**config.mk**
```make
export PLATFORM = sky130hd
export DESIGN_NAME = vec_intc
export DESIGN_NICKNAME = d
export VERILOG_FILES = /design/src/rtl/vintc_pkg.sv /design/src/rtl/vintc_edge.sv /design/src/rtl/vintc_arbiter.sv /design/src/rtl/vec_intc.sv
export SDC_FILE = /design/constraint.sdc
export NUM_CORES = 1
export LEC_CHECK = 0
export CORE_MARGIN = 1
export CORE_UTILIZATION = 64
export DETAILED_ROUTE_END_ITERATION = 8
export DONT_BUFFER_PORTS = 1
export MAX_ROUTING_LAYER = met4
export PLACE_DENSITY = 0.8
export SYNTH_ARGS = -nofsm -noshare
export SYNTH_HDL_FRONTEND = slang
export SYNTH_SLANG_ARGS = --single-unit
```
**constraint.sdc**
```tcl
create_clock -name clk -period 2.45 [get_ports clk]
set_clock_uncertainty 0.2 [all_clocks]
set_input_delay 0.245 -clock clk [delete_from_list [all_inputs] [get_ports clk]]
set_output_delay 0.245 -clock clk [all_outputs]
set_load 0.005 [all_outputs]
```
**src/rtl/vintc_pkg.sv**
```systemverilog
package vintc_pkg;
    localparam int NSRC = 5;
    localparam int DW   = 8;
    localparam int AW   = 8;

    // Register index (0 or 1), enable bit and flag bit per source, priority order
    localparam int SRC_REG  [NSRC] = '{0, 0, 0, 1, 1};
    localparam int SRC_ENB  [NSRC] = '{1, 2, 3, 0, 1};
    localparam int SRC_FLB  [NSRC] = '{4, 5, 6, 4, 5};
    localparam int MASTER_B = 0;

    typedef struct packed {
        logic            master;
        logic [NSRC-1:0] en;
        logic [NSRC-1:0] flag;
        logic            take;
        logic [DW-1:0]   vec;
    } ctl_state_t;
endpackage

```
**src/rtl/vintc_edge.sv**
```systemverilog
module vintc_edge #(
    parameter int N = 5
) (
    input  logic         clk,
    input  logic         rst_n,
    input  logic [N-1:0] ev,
    output logic [N-1:0] rise
);
    for (genvar i = 0; i < N; i++) begin : g_bit
        logic prev_d, prev_q;

        always_comb begin
            prev_d  = ev[i];
            rise[i] = ev[i] & ~prev_q;
        end

        always_ff @(posedge clk or negedge rst_n) begin
            if (!rst_n) prev_q <= 1'b0;
            else        prev_q <= prev_d;
        end

        // a held level yields only one rise
        assert_rise_once_R3: assert property (@(posedge clk) disable iff (!rst_n)
            rise[i] |=> !rise[i]);
    end
endmodule

```
**src/rtl/vintc_arbiter.sv**
```systemverilog
module vintc_arbiter #(
    parameter int N        = 5,
    parameter int DW       = 8,
    parameter int VEC_BASE = 4,
    parameter int VEC_STEP = 4
) (
    input  logic [N-1:0]  req,
    output logic [N-1:0]  grant,
    output logic          any,
    output logic [DW-1:0] vec
);
    always_comb begin
        grant = '0;
        vec   = '0;
        any   = |req;
        // scan from lowest priority up so index 0 overrides
        for (int i = N - 1; i >= 0; i--) begin
            if (req[i]) begin
                grant    = '0;
                grant[i] = 1'b1;
                vec      = DW'(VEC_BASE + VEC_STEP * i);
            end
        end
    end
endmodule

```
**src/rtl/vec_intc.sv**
```systemverilog
module vec_intc
    import vintc_pkg::*;
#(
    parameter logic [AW-1:0] ADDR_R0  = 8'h0B,
    parameter logic [AW-1:0] ADDR_R1  = 8'h1E,
    parameter int            VEC_BASE = 4,
    parameter int            VEC_STEP = 4
) (
    input  logic            clk,
    input  logic            rst_n,
    input  logic [NSRC-1:0] ev_in,
    input  logic [AW-1:0]   reg_addr,
    input  logic            reg_wr,
    input  logic [DW-1:0]   reg_wdata,
    output logic [DW-1:0]   reg_rdata,
    input  logic            t2_edge,
    input  logic            stack_full,
    input  logic            ret_reti,
    input  logic            ret_plain,
    output logic            int_take,
    output logic [DW-1:0]   vector
);
    localparam int VEC_TOP = VEC_BASE + VEC_STEP * (NSRC - 1);

    ctl_state_t      st_d, st_q;
    logic [NSRC-1:0] rise, req, grant;
    logic            any_req, accept, wr_r0, wr_r1;
    logic [DW-1:0]   arb_vec;

    vintc_edge #(.N(NSRC)) u_edge (
        .clk  (clk),
        .rst_n(rst_n),
        .ev   (ev_in),
        .rise (rise)
    );

    assign req = st_q.flag & st_q.en;

    vintc_arbiter #(.N(NSRC), .DW(DW), .VEC_BASE(VEC_BASE), .VEC_STEP(VEC_STEP)) u_arb (
        .req  (req),
        .grant(grant),
        .any  (any_req),
        .vec  (arb_vec)
    );

    always_comb begin
        wr_r0  = reg_wr && (reg_addr == ADDR_R0);
        wr_r1  = reg_wr && (reg_addr == ADDR_R1);
        accept = t2_edge && st_q.master && !stack_full && any_req;

        st_d      = st_q;
        st_d.take = 1'b0;
        st_d.vec  = '0;

        if (wr_r0) st_d.master = reg_wdata[MASTER_B];
        for (int i = 0; i < NSRC; i++) begin
            if ((SRC_REG[i] == 0) ? wr_r0 : wr_r1) begin
                st_d.en[i]   = reg_wdata[SRC_ENB[i]];
                st_d.flag[i] = reg_wdata[SRC_FLB[i]];
            end
        end
        if (ret_reti) st_d.master = 1'b1;
        if (accept) begin
            st_d.master = 1'b0;
            st_d.flag   = st_d.flag & ~grant;
            st_d.take   = 1'b1;
            st_d.vec    = arb_vec;
        end
        st_d.flag = st_d.flag | rise;
    end

    always_ff @(posedge clk or negedge rst_n) begin
        if (!rst_n) st_q <= '0;
        else        st_q <= st_d;
    end

    always_comb begin
        reg_rdata = '0;
        if (reg_addr == ADDR_R0) begin
            reg_rdata[MASTER_B] = st_q.master;
            for (int i = 0; i < NSRC; i++) begin
                if (SRC_REG[i] == 0) begin
                    reg_rdata[SRC_ENB[i]] = st_q.en[i];
                    reg_rdata[SRC_FLB[i]] = st_q.flag[i];
                end
            end
        end else if (reg_addr == ADDR_R1) begin
            for (int i = 0; i < NSRC; i++) begin
                if (SRC_REG[i] == 1) begin
                    reg_rdata[SRC_ENB[i]] = st_q.en[i];
                    reg_rdata[SRC_FLB[i]] = st_q.flag[i];
                end
            end
        end
    end

    assign int_take = st_q.take;
    assign vector   = st_q.vec;

    // acceptance only follows a slot without stack-full
    assert_take_slot_R5: assert property (@(posedge clk) disable iff (!rst_n)
        int_take |-> ($past(t2_edge) && !$past(stack_full)));
    // vector within the legal set
    assert_vec_legal_R6: assert property (@(posedge clk) disable iff (!rst_n)
        int_take |-> (vector >= DW'(VEC_BASE) && vector <= DW'(VEC_TOP)
                      && ((vector - DW'(VEC_BASE)) % DW'(VEC_STEP)) == 0));
    // vector idle at zero
    assert_vec_idle_R6: assert property (@(posedge clk) disable iff (!rst_n)
        !int_take |-> vector == '0);
    // acceptance leaves master off and cannot repeat next cycle
    assert_take_clears_R7: assert property (@(posedge clk) disable iff (!rst_n)
        int_take |-> !st_q.master);
    assert_single_pulse_R7: assert property (@(posedge clk) disable iff (!rst_n)
        int_take |=> !int_take);
    // interrupt-return arms master unless an acceptance overrides
    assert_reti_arms_R8: assert property (@(posedge clk) disable iff (!rst_n)
        ret_reti |=> (st_q.master || int_take));
    // plain return alone keeps master
    assert_ret_keeps_R8: assert property (@(posedge clk) disable iff (!rst_n)
        (ret_plain && !ret_reti && !t2_edge && !reg_wr) |=> st_q.master == $past(st_q.master));
endmodule

```
==> impl_metrics.tcl <==
set metrics [dict create \
    outcome "complete, no violations" \
    antenna_found_initial 0 \
    start_kind "input port" \
    clk_latency_ns 0.30 \
    cp_top_family "buffers and inverters" \
    ys_seq_area_share_pct 49.1 \
    drt_wl_total_mm 1.95 \
    final_max_slew_viol_count 0 \
    cap_violations 0 \
    rsz0062_at_grt "no" \
    crit_path_frequent_cell "dlygate4sd3_1" \
    cts_setup_buffers 0 \
    wl_per_cell_um 15.6 \
    crit_type "input port to flip-flop" \
    hold_slack_ns 0.0506 \
    slowest_stage "dlygate4sd3_1" \
    syn_to_final_growth_pct 18.5 \
    ios 45 \
    cp_max_fo 3 \
    post-route-min-period_ns 2.32 \
    end_kind "flip-flop" \
    dieArea_um2 1760 \
    cts.sinks 20 \
    grt_overflow_total 0 \
    htree_levels 1 \
    row_count 14 \
    layout-drive-gt1-share_pct 12.8 \
    timing.final.crit_share_pct 94.6 \
    pwr_density_cell_nw_per_um2 504 \
    cts_tree "yes" \
    post-route-cell-area_um2 1210 \
    place.gp.congestion 0.793 \
    ant_nets 0 \
    numPortBuffers 0 \
    crit_chain "dlygate4sd3_1 -> nand3b_1 -> dlygate4sd3_1 -> a31oi_2 -> a21oi_1 -> dlygate4sd3_1" \
    final_net_count 138 \
    n_antenna_cell 0 \
    hpwl_mm 1.29 \
    hold_class "input port to flip-flop" \
    core-area_um2 1490 \
    placed_cell_area_um2 986 \
    worst_ep_required_time_ns 2.44 \
    synth_cell_types 26 \
    r2r_setup_slack_ns 0.16 \
    finalSetupViolCount 0 \
    synth-seq-cells 20 \
    syn_inst 92 \
    clkSlewWorstSetupHoldPaths_ns 0.11 \
    drc 0 \
    routed_via_density 6.01 \
    grt_pass1_wl_mm 3.28 \
    grt_usage_pct 25.9 \
    crit_path_max_incr_delay_ns 0.59 \
    num_vias 751 \
    finalHoldViolCount 0 \
    arrival_ns 2.31 \
    instances_no_fill 125 \
    drt_iter0_drc 15 \
    cts_made_buffers 3 \
    grt_max_degree 21 \
    avgSynthCellArea_um2 11.1 \
    path_buf_inv 3 \
    final.setup.tns_ns 0 \
    grt_pass1_vias 722 \
    die_x_um 41.9 \
    dieHeight_um 41.9 \
    dp_cells 103 \
    p_leak_nw 0.563 \
    vdd_ir_drop_max_v 0.000545 \
    cts-root-buf "clkbuf_4" \
    firstDrtPassIters 4 \
    initial_core_util_pct 68.5 \
    worst_pin_slew_ns 0.867 \
    fmaxAchievable_mhz 432 \
    synth_area_um2 1020 \
    yosys_warnings 0 \
    maxSlewHeadroom_pct 42.0 \
    clockBufferDepth 2 \
]
## layout by cell type, fill, tap and decap left out, drive strengths merged
master / instances
inv: 7
a21boi: 1
and3: 1
a22oi: 2
nor3: 1
nor3b: 2
nand2: 7
dlygate4sd3: 18
nand3: 2
nor2: 4
nand3b: 1
a21oi: 1
and2: 3
a22o: 6
nor4b: 1
and4b: 1
o22ai: 6
conb: 6
mux2: 5
clkbuf: 4
mux2i: 5
and3b: 1
a31oi: 2
dfrtp: 20
nand4: 2
## cells in the mapped netlist
master / count / area share, %
a21oi_1: 1 / 0.49
a21boi_0: 1 / 0.74
inv_1: 7 / 2.6
a22o_1: 6 / 5.2
and2_1: 3 / 1.8
and3_2: 1 / 0.74
mux2_2: 5 / 5.5
nor3b_1: 2 / 1.5
and4b_1: 1 / 0.98
a31oi_1: 2 / 1.2
conb_1: 1 / 0.37
buf_4: 9 / 6.6
nor2_1: 4 / 1.5
nor4b_4: 1 / 2.3
nand4_4: 1 / 2.1
nand3_1: 2 / 0.98
mux2i_1: 5 / 4.9
dfrtp_1: 20 / 49
nand2_1: 7 / 2.6
and3b_1: 1 / 0.86
nand4_1: 1 / 0.61
a22oi_1: 2 / 1.5
nand3b_1: 1 / 0.74
nor3_2: 1 / 0.98
o22ai_1: 6 / 3.7
buf_2: 1 / 0.49
## stage by stage
step	setup WS [ns]	utilization (%)	power [mW]
finish	0.133	81.2	0.609
global route	0.0901	81.2	0.634
CTS	0.119	80.8	0.610
detailed placement	0.684	66.2	0.393
global placement	0.704	66.2	0.391
floorplan	0.857	-	0.395
## cell type report
class | instances | area [um^2]
Sequential cell | 20 | 500
Clock buffer | 4 | 36.3
Fill cell | 87 | 280
Multi-Input combinational cell | 60 | 445
Inverter | 7 | 26.3
Tap cell | 16 | 20.0
Timing Repair Buffer | 18 | 180
## path summary, 6_finish.rpt
| kind | end | from | cells after the start |
|---|---|---|---|
| worst max-delay path | st_q[19] | t2_edge | 6 |
| worst min-delay path | st_q[15] | reg_addr[1] | 2 |
| worst max register to register | st_q[19] | st_q[19] | 5 |
| worst min register to register | st_q[11] | u_edge.g_bit[2].prev_q | 1 |
| max in group asynchronous | st_q[12] | rst_n | 1 |
| min in group asynchronous | st_q[19] | rst_n | 1 |
## worst reg2reg max path, stage by stage (launching register included)
cell,delay (ns)
dfrtp_1,0.42
nand3b_1,0.12
dlygate4sd3_1,0.59
a31oi_2,0.21
a21oi_1,0.08
dlygate4sd3_1,0.57
## state kept, by name, indices dropped and copies added (netlist names)
signal,cells
int_take,1
st_q,11
u_edge.g_bit.prev_q,5
vector,3
## kinds of logic after synthesis
kind of cell / after synthesis / synth area share [%]
AOI/OAI and AO/OA: 18 / 12.8
buffers and inverters: 17 / 9.69
DFF: 20 / 49.1
muxes: 10 / 10.4
other: 1 / 0.368
and+or+nand+nor: 26 / 17.7
## timing repair
action | CTS | global route
endpoints found under the hold margin | 37 | 0
resized for setup | 0 | 1
endpoints found under the setup margin | 0 | 1
hold buffers | 18 | 0
## per-layer routing
layer | wire [um] | vias to the layer above | track usage, %
li1 | - | 349 | -
met1 | 841 | 371 | 33.3
met2 | 986 | 29 | 41.6
met3 | 104 | 2 | 5.22
met4 | 13 | 0 | 7.74
met5 | 0 | - | -
## where the power goes
group	switching [mW]	total, mW	internal (mW)	leakage (nW)
Sequential	0.0100	0.353	0.343	0.236
Clock	0.0984	0.189	0.0906	0.0210
Combinational	0.0306	0.0671	0.0365	0.306
Total	0.139	0.609	0.470	0.563
(Power assumes the default switching activity.)
